File: config.mk
export PLATFORM = sky130hd
export DESIGN_NAME = qspi_ddr_master
export DESIGN_NICKNAME = d
export VERILOG_FILES = /design/src/rtl/qspi_pkg.sv /design/src/rtl/qspi_baud.sv /design/src/rtl/qspi_lane_shifter.sv /design/src/rtl/qspi_sticky_flags.sv /design/src/rtl/qspi_ddr_master.sv
export SDC_FILE = /design/constraint.sdc
export NUM_CORES = 1
export LEC_CHECK = 0
export BUFFER_PORTS_ARGS = -buffer_cell sky130_fd_sc_hd__clkbuf_2
export CELL_PAD_IN_SITES_DETAIL_PLACEMENT = 0
export CELL_PAD_IN_SITES_GLOBAL_PLACEMENT = 1
export CORE_ASPECT_RATIO = 0.8
export CORE_MARGIN = 4
export CORE_UTILIZATION = 44
export CTS_CLUSTER_DIAMETER = 100
export DETAILED_ROUTE_END_ITERATION = 8
export PLACE_DENSITY_LB_ADDON = 0.1
export SYNTH_ARGS = -nofsm -noshare
export SYNTH_HDL_FRONTEND = slang
export SYNTH_SLANG_ARGS = --single-unit
File: constraint.sdc
create_clock -name clk -period 5 [get_ports clk]
set_input_delay 0.25 -clock clk [delete_from_list [all_inputs] [get_ports clk]]
set_output_delay 0.25 -clock clk [all_outputs]
set_load 0.02 [all_outputs]
File: src/rtl/qspi_pkg.sv
package qspi_pkg;

  localparam int BYTE_W = 8;
  localparam int TICK_W = 5;   // holds up to 2*8+2 half periods
  localparam int NFLAG  = 3;

  typedef enum logic [1:0] {
    LN_SINGLE = 2'd0,
    LN_DUAL   = 2'd1,
    LN_QUAD   = 2'd2,
    LN_QUAD_B = 2'd3
  } lane_e;

  typedef struct packed {
    lane_e lanes;
    logic  ddr;
    logic  cpha;
    logic  cpol;
    logic  rx_dir;
  } xfer_cfg_t;

  function automatic int lane_bits(lane_e m);
    case (m)
      LN_SINGLE: return 1;
      LN_DUAL:   return 2;
      default:   return 4;
    endcase
  endfunction

  function automatic int step_count(lane_e m);
    return BYTE_W / lane_bits(m);
  endfunction

  // number of SCK edges in one byte
  function automatic int edge_count(xfer_cfg_t c);
    return c.ddr ? step_count(c.lanes) : 2 * step_count(c.lanes);
  endfunction

  // half-period index at which the byte is closed
  function automatic int final_tick(xfer_cfg_t c);
    return edge_count(c) + 1 + ((c.ddr && c.cpha) ? 1 : 0);
  endfunction

  // does half-period k (1-based) launch the next output step
  function automatic logic launch_at(xfer_cfg_t c, int k);
    int n;
    n = edge_count(c);
    if (k < 1 || k > n) return 1'b0;
    if (!c.ddr) return c.cpha ? (k % 2 == 1) : ((k % 2 == 0) && (k < n));
    return c.cpha ? 1'b1 : (k < n);
  endfunction

  // does half-period k (1-based) sample the input lanes
  function automatic logic sample_at(xfer_cfg_t c, int k);
    int n;
    n = edge_count(c);
    if (!c.ddr) return (k >= 1) && (k <= n) && (c.cpha ? (k % 2 == 0) : (k % 2 == 1));
    return c.cpha ? ((k >= 2) && (k <= n + 1)) : ((k >= 1) && (k <= n));
  endfunction

  function automatic logic [3:0] drive_mask(xfer_cfg_t c);
    if (c.lanes == LN_SINGLE) return 4'b0001;
    if (c.rx_dir) return 4'b0000;
    return (c.lanes == LN_DUAL) ? 4'b0011 : 4'b1111;
  endfunction

endpackage

File: src/rtl/qspi_baud.sv
module qspi_baud #(
  parameter int DIV_W = 8
) (
  input  logic             clk,
  input  logic             rst_n,
  input  logic             run,
  input  logic [DIV_W-1:0] half_div,
  output logic             tick
);

  logic [DIV_W-1:0] cnt_q;

  assign tick = run && (cnt_q == half_div);

  always_ff @(posedge clk or negedge rst_n) begin
    if (!rst_n)      cnt_q <= '0;
    else if (!run)   cnt_q <= '0;
    else if (tick)   cnt_q <= '0;
    else             cnt_q <= cnt_q + 1'b1;
  end

endmodule

File: src/rtl/qspi_lane_shifter.sv
module qspi_lane_shifter
  import qspi_pkg::*;
(
  input  logic              clk,
  input  logic              rst_n,
  input  lane_e             lanes,
  input  logic              load,
  input  logic [BYTE_W-1:0] load_data,
  input  logic              launch,
  input  logic              sample,
  input  logic              finish,
  input  logic [3:0]        lanes_in,
  output logic [3:0]        lanes_out,
  output logic [BYTE_W-1:0] rx_byte
);

  logic [BYTE_W-1:0] tx_sr, rx_sr, rx_q, rx_next;
  logic [3:0]        pin_q;

  function automatic logic [3:0] head_slice(logic [BYTE_W-1:0] sr, lane_e m);
    case (lane_bits(m))
      1:       return {3'b000, sr[7]};
      2:       return {2'b00, sr[7:6]};
      default: return sr[7:4];
    endcase
  endfunction

  function automatic logic [BYTE_W-1:0] gather(logic [BYTE_W-1:0] sr, logic [3:0] din, lane_e m);
    case (lane_bits(m))
      1:       return {sr[6:0], din[1]};
      2:       return {sr[5:0], din[1:0]};
      default: return {sr[3:0], din[3:0]};
    endcase
  endfunction

  assign rx_next   = sample ? gather(rx_sr, lanes_in, lanes) : rx_sr;
  assign lanes_out = pin_q;
  assign rx_byte   = rx_q;

  always_ff @(posedge clk or negedge rst_n) begin
    if (!rst_n) begin
      tx_sr <= '0;
      pin_q <= '0;
    end else if (load) begin
      tx_sr <= load_data;
    end else if (launch) begin
      pin_q <= head_slice(tx_sr, lanes);
      tx_sr <= tx_sr << lane_bits(lanes);
    end
  end

  always_ff @(posedge clk or negedge rst_n) begin
    if (!rst_n) begin
      rx_sr <= '0;
      rx_q  <= '0;
    end else begin
      rx_sr <= rx_next;
      if (finish) rx_q <= rx_next;
    end
  end

endmodule

File: src/rtl/qspi_sticky_flags.sv
module qspi_sticky_flags #(
  parameter int N = 3
) (
  input  logic         clk,
  input  logic         rst_n,
  input  logic [N-1:0] set,
  input  logic [N-1:0] clr,
  input  logic [N-1:0] en,
  output logic [N-1:0] flags,
  output logic         irq
);

  logic [N-1:0] flag_q;

  for (genvar i = 0; i < N; i++) begin : g_flag
    always_ff @(posedge clk or negedge rst_n) begin
      if (!rst_n)      flag_q[i] <= 1'b0;
      else if (set[i]) flag_q[i] <= 1'b1;
      else if (clr[i]) flag_q[i] <= 1'b0;
    end


    sticky_chk: assert property (@(posedge clk) disable iff (!rst_n)
      flag_q[i] && !clr[i] |=> flag_q[i]);
  end

  assign flags = flag_q;
  assign irq   = |(flag_q & en);

endmodule

File: src/rtl/qspi_ddr_master.sv
module qspi_ddr_master
  import qspi_pkg::*;
#(
  parameter int DIV_W = 8,
  parameter int SEL_W = 8
) (
  input  logic              clk,
  input  logic              rst_n,
  input  logic              tx_wr,
  input  logic [BYTE_W-1:0] tx_data,
  input  logic              start,
  input  logic [1:0]        lane_mode,
  input  logic              ddr_en,
  input  logic              lanes_rx,
  input  logic              cpol,
  input  logic              cpha,
  input  logic [DIV_W-1:0]  clk_div,
  input  logic [SEL_W-1:0]  ss_sel,
  input  logic              ss_in_n,
  input  logic [NFLAG-1:0]  flag_clr,
  input  logic [NFLAG-1:0]  irq_en,
  input  logic [3:0]        io_in,
  output logic              sck_o,
  output logic              sck_oe,
  output logic [3:0]        io_out,
  output logic [3:0]        io_oe,
  output logic [SEL_W-1:0]  ss_n_o,
  output logic [BYTE_W-1:0] rx_data,
  output logic              busy,
  output logic [NFLAG-1:0]  flags,
  output logic              irq
);

  localparam int F_DONE = 0;
  localparam int F_WCOL = 1;
  localparam int F_MODF = 2;

  xfer_cfg_t        cfg_in, cfg_q;
  logic [DIV_W-1:0] div_q;
  logic [SEL_W-1:0] sel_q;
  logic [TICK_W-1:0] k_q, k_next;
  logic             busy_q, sck_q;
  logic             tick;

  // named internal events
  logic go, prime, edge_now, launch_now, sample_now, end_now;
  logic wcol_evt, modf_evt, finish;
  logic modf_flag;
  logic [NFLAG-1:0] flag_set;
  lane_e lanes_sel;

  assign cfg_in = '{lanes: lane_e'(lane_mode), ddr: ddr_en, cpha: cpha,
                    cpol: cpol, rx_dir: lanes_rx};

  assign modf_evt   = !ss_in_n;
  assign go         = start && !busy_q && !modf_flag && ss_in_n;
  assign prime      = go && !cpha;
  assign k_next     = k_q + 1'b1;
  assign edge_now   = tick && (int'(k_next) <= edge_count(cfg_q));
  assign launch_now = tick && launch_at(cfg_q, int'(k_next));
  assign sample_now = tick && sample_at(cfg_q, int'(k_next));
  assign end_now    = tick && (int'(k_next) == final_tick(cfg_q));
  assign finish     = end_now && !modf_evt;
  assign wcol_evt   = tx_wr && busy_q;
  assign lanes_sel  = go ? cfg_in.lanes : cfg_q.lanes;

  qspi_baud #(.DIV_W(DIV_W)) u_baud (
    .clk      (clk),
    .rst_n    (rst_n),
    .run      (busy_q),
    .half_div (div_q),
    .tick     (tick)
  );

  qspi_lane_shifter u_shift (
    .clk       (clk),
    .rst_n     (rst_n),
    .lanes     (lanes_sel),
    .load      (tx_wr && !busy_q),
    .load_data (tx_data),
    .launch    (prime || launch_now),
    .sample    (sample_now),
    .finish    (finish),
    .lanes_in  (io_in),
    .lanes_out (io_out),
    .rx_byte   (rx_data)
  );

  always_ff @(posedge clk or negedge rst_n) begin
    if (!rst_n) begin
      busy_q <= 1'b0;
      sck_q  <= 1'b0;
      k_q    <= '0;
      cfg_q  <= '{lanes: LN_SINGLE, ddr: 1'b0, cpha: 1'b0, cpol: 1'b0, rx_dir: 1'b0};
      div_q  <= '0;
      sel_q  <= '0;
    end else if (modf_evt) begin
      busy_q <= 1'b0;
    end else if (go) begin
      busy_q <= 1'b1;
      sck_q  <= cpol;
      k_q    <= '0;
      cfg_q  <= cfg_in;
      div_q  <= clk_div;
      sel_q  <= ss_sel;
    end else if (busy_q && tick) begin
      k_q <= k_next;
      if (edge_now) sck_q  <= ~sck_q;
      if (end_now)  busy_q <= 1'b0;
    end
  end

  always_comb begin
    flag_set         = '0;
    flag_set[F_DONE] = finish;
    flag_set[F_WCOL] = wcol_evt;
    flag_set[F_MODF] = modf_evt;
  end

  qspi_sticky_flags #(.N(NFLAG)) u_flags (
    .clk   (clk),
    .rst_n (rst_n),
    .set   (flag_set),
    .clr   (flag_clr),
    .en    (irq_en),
    .flags (flags),
    .irq   (irq)
  );

  assign modf_flag = flags[F_MODF];
  assign busy      = busy_q;
  assign sck_o     = busy_q ? sck_q : cpol;
  assign sck_oe    = !modf_flag;
  assign io_oe     = (busy_q && !modf_flag) ? drive_mask(cfg_q) : 4'b0000;
  assign ss_n_o    = busy_q ? ~sel_q : {SEL_W{1'b1}};

  // ---------------- checker logic ----------------
  logic [4:0] launch_cnt, sample_cnt;

  always_ff @(posedge clk or negedge rst_n) begin
    if (!rst_n) begin
      launch_cnt <= '0;
      sample_cnt <= '0;
    end else if (go) begin
      launch_cnt <= {4'b0000, prime};
      sample_cnt <= '0;
    end else begin
      if (launch_now) launch_cnt <= launch_cnt + 1'b1;
      if (sample_now) sample_cnt <= sample_cnt + 1'b1;
    end
  end


  ss_hold_chk: assert property (@(posedge clk) disable iff (!rst_n)
    busy_q && $past(busy_q) |-> $stable(ss_n_o));


  sck_home_chk: assert property (@(posedge clk) disable iff (!rst_n)
    end_now |-> sck_q == cfg_q.cpol);


  step_launch_chk: assert property (@(posedge clk) disable iff (!rst_n)
    end_now |-> int'(launch_cnt) == step_count(cfg_q.lanes));


  step_sample_chk: assert property (@(posedge clk) disable iff (!rst_n)
    end_now |-> int'(sample_cnt) + (sample_now ? 1 : 0) == step_count(cfg_q.lanes));


  wcol_set_chk: assert property (@(posedge clk) disable iff (!rst_n)
    tx_wr && busy_q |=> flags[F_WCOL]);


  modf_abort_chk: assert property (@(posedge clk) disable iff (!rst_n)
    $rose(modf_flag) |-> !busy_q);

endmodule

==> summary.md, run 1 <==
| Metric | Value |
|---|---|
| Buf+Inv Stages, Crit Path | `3` |
| Clk sinks | `67` |
| H-tree depth | `3` |
| Simple-gate share of the synthesized area | `0.166` |
| First drt pass iteration count | `5` |
| Final min period | `4.64 ns` |
| Slew Viols, Final | `0` |
| Met2 usage | `0.290` |
| PwrDens | `405 nW/µm²` |
| Post-DP Area | `4780 µm²` |
| CP required | `5.22 ns` |
| Cell with the most instances after synthesis | `dfrtp_1` |
| # Post-CTS Setup Buffers | `0` |
| HPWL after DPL | `7550 µm` |
| Max IR drop VDD | `209 µV` |
| Multiplexer area fraction after synthesis | `0.151` |
| Clock buffer count from CTS | `9` |
| Top FF cell, synth | `dfrtp_1` |
| Final Non-Filler Cells | `616` |
| Synth-to-layout area growth | `18.4%` |
| Max incr delay on CP | `0.43 ns` |
| Period utilization | `0.927` |
| WHS | `0.0846 ns` |
| Tot GR Track Use | `0.188` |
| Final antenna-violating net count | `0` |
| Top post-synthesis cells by count | `dfrtp_1, nand2_1, mux2_2` |
| Post-synthesis async set-or-reset flop share | `1.00` |
| First-pass GRT wire length | `16,900 µm` |
| Core Rows | `31` |
| Top cell by count, worst path | `ha_1` |
| M1 GR Usage | `0.252` |
| Top cell type's share of synthesized area | `0.392` |
| Clock tree from TritonCTS | `done` |
| Clock Skew | `0.00528 ns` |
| Util after Layout | `0.546` |
| Relative slew margins | `0.422` |
| Kind of end point of the critical path | `flip-flop` |
| Die X | `118 µm` |
| Final hold vios | `0` |
| Share of post-route cells with drive strength above 1 | `0.327` |
| Vias per cell | `5.44` |
| Initial Util | `0.461` |
| Synth Instances | `419` |
| Clk Latency, worst-skew pair | `0.33 ns` |
| Synthesized flop and latch total | `67` |
| Port bufs | `75` |
| Die Ht | `96.1 µm` |
| Arrival @ worst endpoint | `4.85 ns` |
| Longest Clk Path Bufs | `2` |
| Synth Area in Adders | `0.0644` |
| Cells after DPL | `600` |
| # nets final | `563` |
| Top cell type by total area after synthesis | `dfrtp_1` |
| CP top delay family | `simple AND/OR/NAND/NOR gates` |
| Gr busiest metal | `met2` |
| Post-synth EDFFs | `0` |
| Fmax achieved | `0.216 GHz` |
| Least-Margin Pin Slew | `0.867 ns` |
| CP max FO | `8` |
| Hold/Removal Path Class | `input port to async pin` |
| Antenna fix cells | `0` |
| CP Launch Type | `flip-flop` |
| GP Congestion | `0.895` |
| Compound-Gate Fraction of Synth Area | `0.116` |
| Avg Cell Area, Syn | `10.2 µm²` |
| Number of instances resized during post-cts repair | `0` |
| Synth unique cells | `67` |
| Root Driver | `clkbuf_16` |
| Largest net degree at the start of global routing | `68` |
| Setup TNS | `0 ns` |
| DRC | `0` |
| Mapped Area | `4270 µm²` |
| Post-route cell area | `5060 µm²` |
| CP max stage cell | `dfrtp_1` |
| Clk slew on worst S/H paths | `0.06 ns` |
| Register area share after synthesis | `0.392` |
| Vias | `3,350` |
| Final setup violation count | `0` |
| Routed wire length | `10,100 µm` |
| Syn nets | `486` |
| Synth Area in XOR/XNOR | `0.0668` |
| Vias in the first global route | `3,383` |
| Die ar. | `11,400 µm²` |
| Antenna violations before repair | `0` |
| RSZ-0062 raised after global routing | `no` |
| Max cap viols | `0` |
| # IOs | `76` |
| Crit path cell chain | `or2_2 -> ha_1 -> inv_1 -> ha_1 -> a31o_2 -> nand2_1 -> inv_1 -> ha_1 -> nand2b_1 -> a211oi_1 -> nor2_1 -> ha_1 -> and3_1 -> and3_1 -> a211oi_1 -> nor3_1 -> o21ai_2 -> buf_4 -> mux2_2 -> mux2_4` |
| Largest family of logic cells by synthesized area | `simple AND/OR/NAND/NOR gates` |
| Cells taking the most area after synthesis | `dfrtp_1, mux2_2, ha_1` |
| Status | `completed` |
| M3 GR Usage | `0.0635` |
| Leak | `0.00244 µW` |
| Grt ovf | `0` |
| Wire length per cell | `16.4 µm` |
| Core Box Area | `9270 µm²` |
| Initial DRC Count | `157` |
| Crit Path Category | `flip-flop to flip-flop` |
| Cts hold-fix bufs | `0` |
| Yosys warning total | `0` |
## metrics by stage
step | worst slack, ns | power, µW
after global routing | 0.0669 | 2190
after global placement | 0.515 | 1450
after detailed placement | 0.425 | 1460
after CTS | 0.383 | 2070
after floorplan | 0.550 | 1270
final | 0.365 | 2050
## registers in the layout, indices dropped and copies added, names as in the netlist
signal / flops
busy: 1
u_shift.lanes_out: 4
u_shift.rx_byte: 8
sel_q: 8
cfg_q: 5
u_shift.tx_sr: 8
div_q: 8
u_flags.flags: 3
k_q: 5
sck_q: 1
u_shift.rx_sr: 8
u_baud.cnt_q: 8
## area by class of cell
cell class | instances | area, µm²
fill | 839 | 4210
multi-input combinational | 309 | 2420
sequential | 67 | 1680
timing repair buffer | 84 | 443
clock buffer | 9 | 225
tap | 115 | 144
inverter | 25 | 93.8
clock inverter | 7 | 51.3
## worst reg2reg max path: cells and delay by family, from the launching register on
family	cells	cell delay, ns
simple gates	7	1.11
fa+ha+maj	4	1.08
compound gates	4	0.84
mux	2	0.64
flops	1	0.43
buf+inv	3	0.40
## layer usage
layer  share of wire  wire length, µm  vias to the layer above
met5               0                0                        -
met4           0.014              137                        0
met3           0.069              697                       12
met2            0.44             4490                       83
met1            0.47             4810                     1612
li1                -                -                     1643
## where the power goes
group / internal [µW] / switching [µW]
registers: 626 / 77.0
clock network: 338 / 254
logic: 336 / 419
## cells by family (layout without fill, tap and decap cells)
logic type | after synthesis | after routing
simple gates | 135 | 135
compound gates | 67 | 67
flops | 67 | 67
mux | 55 | 55
buf+inv | 43 | 125
xor+xnor | 30 | 30
fa+ha+maj | 22 | 22
## worst paths after layout
path | cells past startpoint | end | start | slack [ns]
max | 20 | u_shift.rx_byte[3] | cfg_q[4] | 0.36
min | 2 | u_baud.cnt_q[2] | rst_n | 0.08
max reg2reg | 20 | u_shift.rx_byte[3] | cfg_q[4] | 0.36
min reg2reg | 1 | u_shift.rx_sr[7] | u_shift.rx_sr[7] | 0.50
max in group asynchronous | 2 | u_shift.lanes_out[0] | rst_n | 4.32
min in group clk | 2 | u_flags.flags[2] | flag_clr[2] | 0.10
## cells in the final DEF, fill, tap and decap left out, types with 3 or more instances in the layout
master	netlist	layout
clkbuf_2	0	74
dfrtp_1	67	67
nand2_1	41	41
mux2_2	33	33
nor2_1	27	27
inv_1	23	23
nand3_1	22	22
ha_1	22	22
xnor2_1	16	16
mux2i_1	13	13
o21ai_0	13	13
xor2_1	11	11
and3_1	11	11
a31oi_1	9	9
clkbuf_16	0	9
buf_4	1	9
mux2_4	8	8
a211oi_1	6	6
o211ai_1	6	6
nand2b_1	5	5
o21ai_1	4	4
a21oi_1	4	4
or2_2	3	3
nor3b_1	3	3
nor3_1	3	3
Power figures use the tool's default switching activity.
==> run 2, diff against run 1 <==
Settings changed: CORE_UTILIZATION 44 to 45, CTS_BUF_LIST from default to sky130_fd_sc_hd__clkbuf_8.
==> summary.md, run 2 (synthesis results as in run 1) <==
| Metric | Value |
|---|---|
| Status | `completed (unchanged)` |
| Antenna violations before repair | `0 (unchanged)` |
| RSZ-0062 raised after global routing | `no (unchanged)` |
| Final hold vios | `0 (unchanged)` |
| Core Rows | `31 (unchanged)` |
| First-pass GRT wire length | `16,600 µm (was 16,900 µm)` |
| Clk sinks | `67 (unchanged)` |
| Tot Pwr | `1910 µW (was 2050 µW)` |
| Initial Util | `0.467 (was 0.461)` |
| Most common cell after layout, fill and taps aside | `clkbuf_2 (unchanged)` |
| Most frequent cells in the layout | `clkbuf_2, dfrtp_1, nand2_1 (unchanged)` |
| Clk slew on worst S/H paths | `0.08 ns (was 0.06 ns)` |
| Leak | `0.00239 µW (was 0.00244 µW)` |
| Top sig layer | `met4 (unchanged)` |
| Kind of end point of the critical path | `flip-flop (unchanged)` |
| Vias | `3,275 (was 3,350)` |
| Final antenna-violating net count | `0 (unchanged)` |
| CP Launch Type | `flip-flop (unchanged)` |
| Arrival @ worst endpoint | `4.91 ns (was 4.85 ns)` |
| Share of post-route cells with drive strength above 1 | `0.325 (was 0.327)` |
| Slew Viols, Final | `0 (unchanged)` |
| Grt ovf | `0 (unchanged)` |
| Hold/Removal Path Class | `input port to async pin (unchanged)` |
| Root Driver | `clkbuf_8 (was clkbuf_16)` |
| Fillers | `857 (was 839)` |
| HPWL after DPL | `7470 µm (was 7550 µm)` |
| Post-DP Area | `4770 µm² (was 4780 µm²)` |
| Clock buffer count from CTS | `9 (unchanged)` |
| Met1 WL | `4480 µm (was 4810 µm)` |
| Relative slew margins | `0.414 (was 0.422)` |
| Tot GR Track Use | `0.192 (was 0.188)` |
| Vias per cell | `5.34 (was 5.44)` |
| Cts hold-fix bufs | `0 (unchanged)` |
| Final setup violation count | `0 (unchanged)` |
| Wire length per cell | `16.1 µm (was 16.4 µm)` |
| CP required | `5.23 ns (was 5.22 ns)` |
| # nets final | `561 (was 563)` |
| Initial DRC Count | `163 (was 157)` |
| Largest net degree at the start of global routing | `68 (unchanged)` |
| Number of instances resized during post-cts repair | `0 (unchanged)` |
| Period utilization | `0.935 (was 0.927)` |
| Vias in the first global route | `3,363 (was 3,383)` |
| Setup TNS | `0 ns (unchanged)` |
| Port bufs | `75 (unchanged)` |
| Least-Margin Pin Slew | `0.879 ns (was 0.867 ns)` |
| Met3 wire length | `591 µm (was 697 µm)` |
| Crit Path Category | `flip-flop to flip-flop (unchanged)` |
| PwrDens | `385 nW/µm² (was 405 nW/µm²)` |
| Clock tree from TritonCTS | `done (unchanged)` |
| H-tree depth | `3 (unchanged)` |
| # Post-CTS Setup Buffers | `0 (unchanged)` |
| DRC | `0 (unchanged)` |
| Die ar. | `11,100 µm² (was 11,400 µm²)` |
| Synth-to-layout area growth | `16.3% (was 18.4%)` |
| # IOs | `76 (unchanged)` |
| Die X | `117 µm (was 118 µm)` |
| Longest Clk Path Bufs | `2 (unchanged)` |
| DR WL met2 | `4700 µm (was 4490 µm)` |
| GP Congestion | `0.810 (was 0.895)` |
| Clock Skew | `0.00600 ns (was 0.00528 ns)` |
| Core Box Area | `9150 µm² (was 9270 µm²)` |
| Clk Latency, worst-skew pair | `0.34 ns (was 0.33 ns)` |
| Fmax achieved | `0.214 GHz (was 0.216 GHz)` |
| CP max FO | `8 (unchanged)` |
| Routed wire length | `9880 µm (was 10,100 µm)` |
| Post-route cell area | `4970 µm² (was 5060 µm²)` |
| Max cap viols | `0 (unchanged)` |
| First drt pass iteration count | `6 (was 5)` |
| Die Ht | `95.2 µm (was 96.1 µm)` |
| Final min period | `4.67 ns (was 4.64 ns)` |
| Antenna fix cells | `0 (unchanged)` |
| Max IR drop VDD | `181 µV (was 209 µV)` |
## run 2: area by class of cell
| cell class | count | area, µm² | area share |
|---|---|---|---|
| multi-input combinational | 309 | 2430 | 0.489 |
| sequential | 67 | 1680 | 0.337 |
| timing repair buffer | 82 | 428 | 0.0861 |
| tap | 115 | 144 | 0.0289 |
| clock buffer | 10 | 138 | 0.0277 |
| inverter | 25 | 93.8 | 0.0189 |
| clock inverter | 5 | 62.6 | 0.0126 |
## run 2: metrics by stage
step	setup WS, ns	hold WS [ns]	utilization	instances
finish	0.327	0.0810	0.543	613
CTS	0.343	0.0581	0.543	613
floorplan	0.550	-0.0456	-	419
detailed placement	0.375	0.444	0.521	598
global route	0.0568	0.0730	0.543	613
global placement	0.448	0.434	0.521	598
## run 2: power by group
part	leakage [µW]	switching (µW)	internal, µW
Sequential	0.000854	72.9	625
Combinational	0.00144	414	334
Clock	0.0000950	223	244
## run 2: path summary, 6_finish.rpt
path	from	to	slack, ns	depth (start not counted)
setup / recovery	cfg_q[4]	u_shift.rx_byte[3]	0.33	20
max in group asynchronous	rst_n	div_q[5]	4.32	2
hold / removal	rst_n	k_q[4]	0.08	2
min in group clk	flag_clr[2]	u_flags.flags[2]	0.08	2
hold reg to reg	u_shift.lanes_out[1]	u_shift.lanes_out[1]	0.51	1
setup reg to reg	cfg_q[4]	u_shift.rx_byte[3]	0.33	20
## run 2: metal layers
layer | track usage | vias up
met5 | 0 | -
met1 | 0.253 | 1559
met3 | 0.0565 | 9
li1 | - | 1627
met2 | 0.309 | 80
met4 | 0.0516 | 0
## run 2: worst max-delay path, cell delays in order, from the launching register on
cell,delay [ns]
dfrtp_1,0.42
or2_2,0.36
ha_1,0.21
inv_1,0.11
ha_1,0.28
a31o_2,0.20
nand2_1,0.09
inv_1,0.11
ha_1,0.27
or3b_1,0.37
o211a_2,0.15
inv_2,0.09
ha_1,0.22
and3_1,0.18
and3_1,0.17
a211oi_1,0.27
nor3_1,0.11
o21ai_2,0.12
buf_4,0.19
mux2_2,0.36
mux2_4,0.27
==> run 3, diff against run 2 <==
Settings changed: BUFFER_PORTS_ARGS -buffer_cell sky130_fd_sc_hd__clkbuf_2 to -buffer_cell sky130_fd_sc_hd__buf_4.
==> summary.md, run 3 (synthesis results as in run 1) <==
| Metric | Value |
|---|---|
| Hold/Removal Path Class | `input port to async pin (unchanged)` |
| PwrDens | `384 nW/µm² (was 385 nW/µm²)` |
| Initial Util | `0.467 (unchanged)` |
| Clk sinks | `67 (unchanged)` |
| Final hold vios | `1 (was 0)` |
| DRC | `0 (unchanged)` |
| Cells after DPL | `597 (was 598)` |
| Final setup violation count | `0 (unchanged)` |
| Number of instances resized during post-cts repair | `0 (unchanged)` |
| PnR worst setup slack | `0.319 ns (was 0.327 ns)` |
| Max incr delay on CP | `0.42 ns (about the same)` |
| Setup TNS | `0 ns (unchanged)` |
| First drt pass iteration count | `4 (was 6)` |
| Max IR drop VDD | `201 µV (was 181 µV)` |
| Initial DRC Count | `201 (was 163)` |
| WHS | `-0.00767 ns (was 0.0810 ns)` |
| Share of post-route cells with drive strength above 1 | `0.323 (was 0.325)` |
| Worst R2R Setup Slack | `0.32 ns (was 0.33 ns)` |
| Relative slew margins | `0.426 (was 0.414)` |
| Arrival @ worst endpoint | `4.92 ns (was 4.91 ns)` |
| Status | `finished, violations left (was completed)` |
| Clk Latency, worst-skew pair | `0.35 ns (was 0.34 ns)` |
| GP Congestion | `0.811 (was 0.810)` |
| Critical path capture point | `u_shift.rx_byte[2] (was u_shift.rx_byte[3])` |
| CP Launch Type | `flip-flop (unchanged)` |
| Core Box Area | `9150 µm² (unchanged)` |
| Antenna fix cells | `0 (unchanged)` |
| Top cell by count, worst path | `ha_1 (unchanged)` |
| RSZ-0062 raised after global routing | `no (unchanged)` |
| Core Rows | `31 (unchanged)` |
| Critical R2R Launch | `cfg_q[4] (unchanged)` |
| Final min period | `4.68 ns (was 4.67 ns)` |
| Crit path cell chain | `or2_2 -> ha_1 -> inv_1 -> ha_1 -> a31o_2 -> nand2_1 -> inv_1 -> ha_1 -> nand2b_1 -> a211oi_1 -> nor2_1 -> ha_1 -> and3_1 -> and3_1 -> a211oi_1 -> nor3_1 -> o21ai_2 -> buf_4 -> mux2_2 -> mux2_4 (was or2_2 -> ha_1 -> inv_1 -> ha_1 -> a31o_2 -> nand2_1 -> inv_1 -> ha_1 -> or3b_1 -> o211a_2 -> inv_2 -> ha_1 -> and3_1 -> and3_1 -> a211oi_1 -> nor3_1 -> o21ai_2 -> buf_4 -> mux2_2 -> mux2_4)` |
| Wire length per cell | `16.5 µm (was 16.1 µm)` |
| Cts hold-fix bufs | `0 (unchanged)` |
| Period utilization | `0.936 (was 0.935)` |
| Levels on crit path | `20 (unchanged)` |
| Longest Clk Path Bufs | `2 (unchanged)` |
| Pre-CTS setup slack | `0.370 ns (was 0.375 ns)` |
| # Post-CTS Setup Buffers | `0 (unchanged)` |
| Final antenna-violating net count | `0 (unchanged)` |
| CP required | `5.24 ns (was 5.23 ns)` |
| Buf+Inv Stages, Crit Path | `3 (was 4)` |
| Most frequent cells in the layout | `buf_4, dfrtp_1, nand2_1 (was clkbuf_2, dfrtp_1, nand2_1)` |
| H-tree depth | `3 (unchanged)` |
| Critical R2R Capture | `u_shift.rx_byte[2] (was u_shift.rx_byte[3])` |
| Clock tree from TritonCTS | `done (unchanged)` |
| # IOs | `76 (unchanged)` |
| Largest net degree at the start of global routing | `68 (unchanged)` |
| CP top delay family | `simple AND/OR/NAND/NOR gates (unchanged)` |
| Path depth of the worst reg2reg path | `20 (unchanged)` |
| # nets final | `560 (was 561)` |
| Clk slew on worst S/H paths | `0.08 ns (about the same)` |
| Vias per cell | `5.42 (was 5.34)` |
| Slew Viols, Final | `0 (unchanged)` |
| Tot GR Track Use | `0.192 (about the same)` |
| CP max stage cell | `dfrtp_1 (unchanged)` |
| Synth-to-layout area growth | `20.9% (was 16.3%)` |
| Kind of end point of the critical path | `flip-flop (unchanged)` |
| Clock Skew | `0.0124 ns (was 0.00600 ns)` |
| Antenna violations before repair | `0 (unchanged)` |
| Failing checks | `hold timing` |
| Fmax achieved | `0.214 GHz (about the same)` |
| First-pass GRT wire length | `16,600 µm (about the same)` |
| Least-Margin Pin Slew | `0.861 ns (was 0.879 ns)` |
| Die ar. | `11,100 µm² (unchanged)` |
| Die X | `117 µm (unchanged)` |
| Max cap viols | `0 (unchanged)` |
| Final Non-Filler Cells | `613 (unchanged)` |
| Critical Path Start | `cfg_q[4] (unchanged)` |
| Leak | `0.00246 µW (was 0.00239 µW)` |
| HPWL after DPL | `7580 µm (was 7470 µm)` |
| Grt ovf | `0 (unchanged)` |
| Vias in the first global route | `3,347 (was 3,363)` |
| Clock buffer count from CTS | `9 (unchanged)` |
| Vias | `3,321 (was 3,275)` |
| Port bufs | `75 (unchanged)` |
| Die Ht | `95.2 µm (unchanged)` |
| Crit Path Category | `flip-flop to flip-flop (unchanged)` |
| CP max FO | `8 (unchanged)` |
| Root Driver | `clkbuf_8 (unchanged)` |
| Most common cell after layout, fill and taps aside | `buf_4 (was clkbuf_2)` |
| Routed wire length | `10,100 µm (was 9880 µm)` |
[run 3: cell count changes in the layout (fill, tap and decap cells not counted), sizes merged]
cell,before,now
clkbuf,84,9
buf,8,81
clkinvlp,2,0
inv,25,27
bufinv,1,2
clkinv,2,3
[run 3: per-stage QoR]
| stage | hold slack [ns] | instance area, µm² | power (µW) | util |
|---|---|---|---|---|
| after floorplan | -0.0456 | 4270 | 1270 | - |
| after global placement | 0.430 | 4950 | 1460 | 0.540 |
| after detailed placement | 0.431 | 4950 | 1480 | 0.540 |
| after CTS | 0.0375 | 5170 | 2000 | 0.564 |
| after global routing | 0.0619 | 5170 | 2120 | 0.564 |
| final | -0.00767 | 5170 | 1980 | 0.564 |
[run 3: power by group]
part / switching [µW] / internal (µW)
Clock: 227 / 284
Sequential: 73.4 / 625
Combinational: 417 / 356
[run 3: how the worst min path moves through the flow]
stage                     startpoint                   end  slack (ns)  cells after the start
after floorplan                rst_n                  busy       -0.05                      0
after global placement         rst_n  u_shift.lanes_out[3]        0.43                      1
after detailed placement       rst_n  u_shift.lanes_out[3]        0.43                      1
after CTS                      rst_n              cfg_q[5]        0.04                      1
after global routing           rst_n                k_q[2]        0.06                      1
final                          rst_n                k_q[2]      -0.008                      1
[run 3: per-layer routing]
layer  vias up  track usage  part of all wire
met5         -            0                 0
met4         0       0.0583             0.013
met3        14       0.0590             0.063
met2        77        0.305              0.47
met1      1598        0.254              0.45
li1       1632            -                 -
[run 3: worst register-to-register path, cell delays in order (launching register included)]
cell,delay (ns)
dfrtp_1,0.42
or2_2,0.36
ha_1,0.21
inv_1,0.11
ha_1,0.28
a31o_2,0.20
nand2_1,0.09
inv_1,0.11
ha_1,0.28
nand2b_1,0.14
a211oi_1,0.35
nor2_1,0.09
ha_1,0.31
and3_1,0.16
and3_1,0.17
a211oi_1,0.25
nor3_1,0.11
o21ai_2,0.12
buf_4,0.18
mux2_2,0.36
mux2_4,0.27
[run 3: layout make-up]
type | count | area (µm²)
Tap cell | 115 | 144
Clock inverter | 7 | 96.3
Fill cell | 814 | 3990
Sequential cell | 67 | 1680
Inverter | 25 | 93.8
Clock buffer | 9 | 124
Timing Repair Buffer | 81 | 608
Multi-Input combinational cell | 309 | 2420
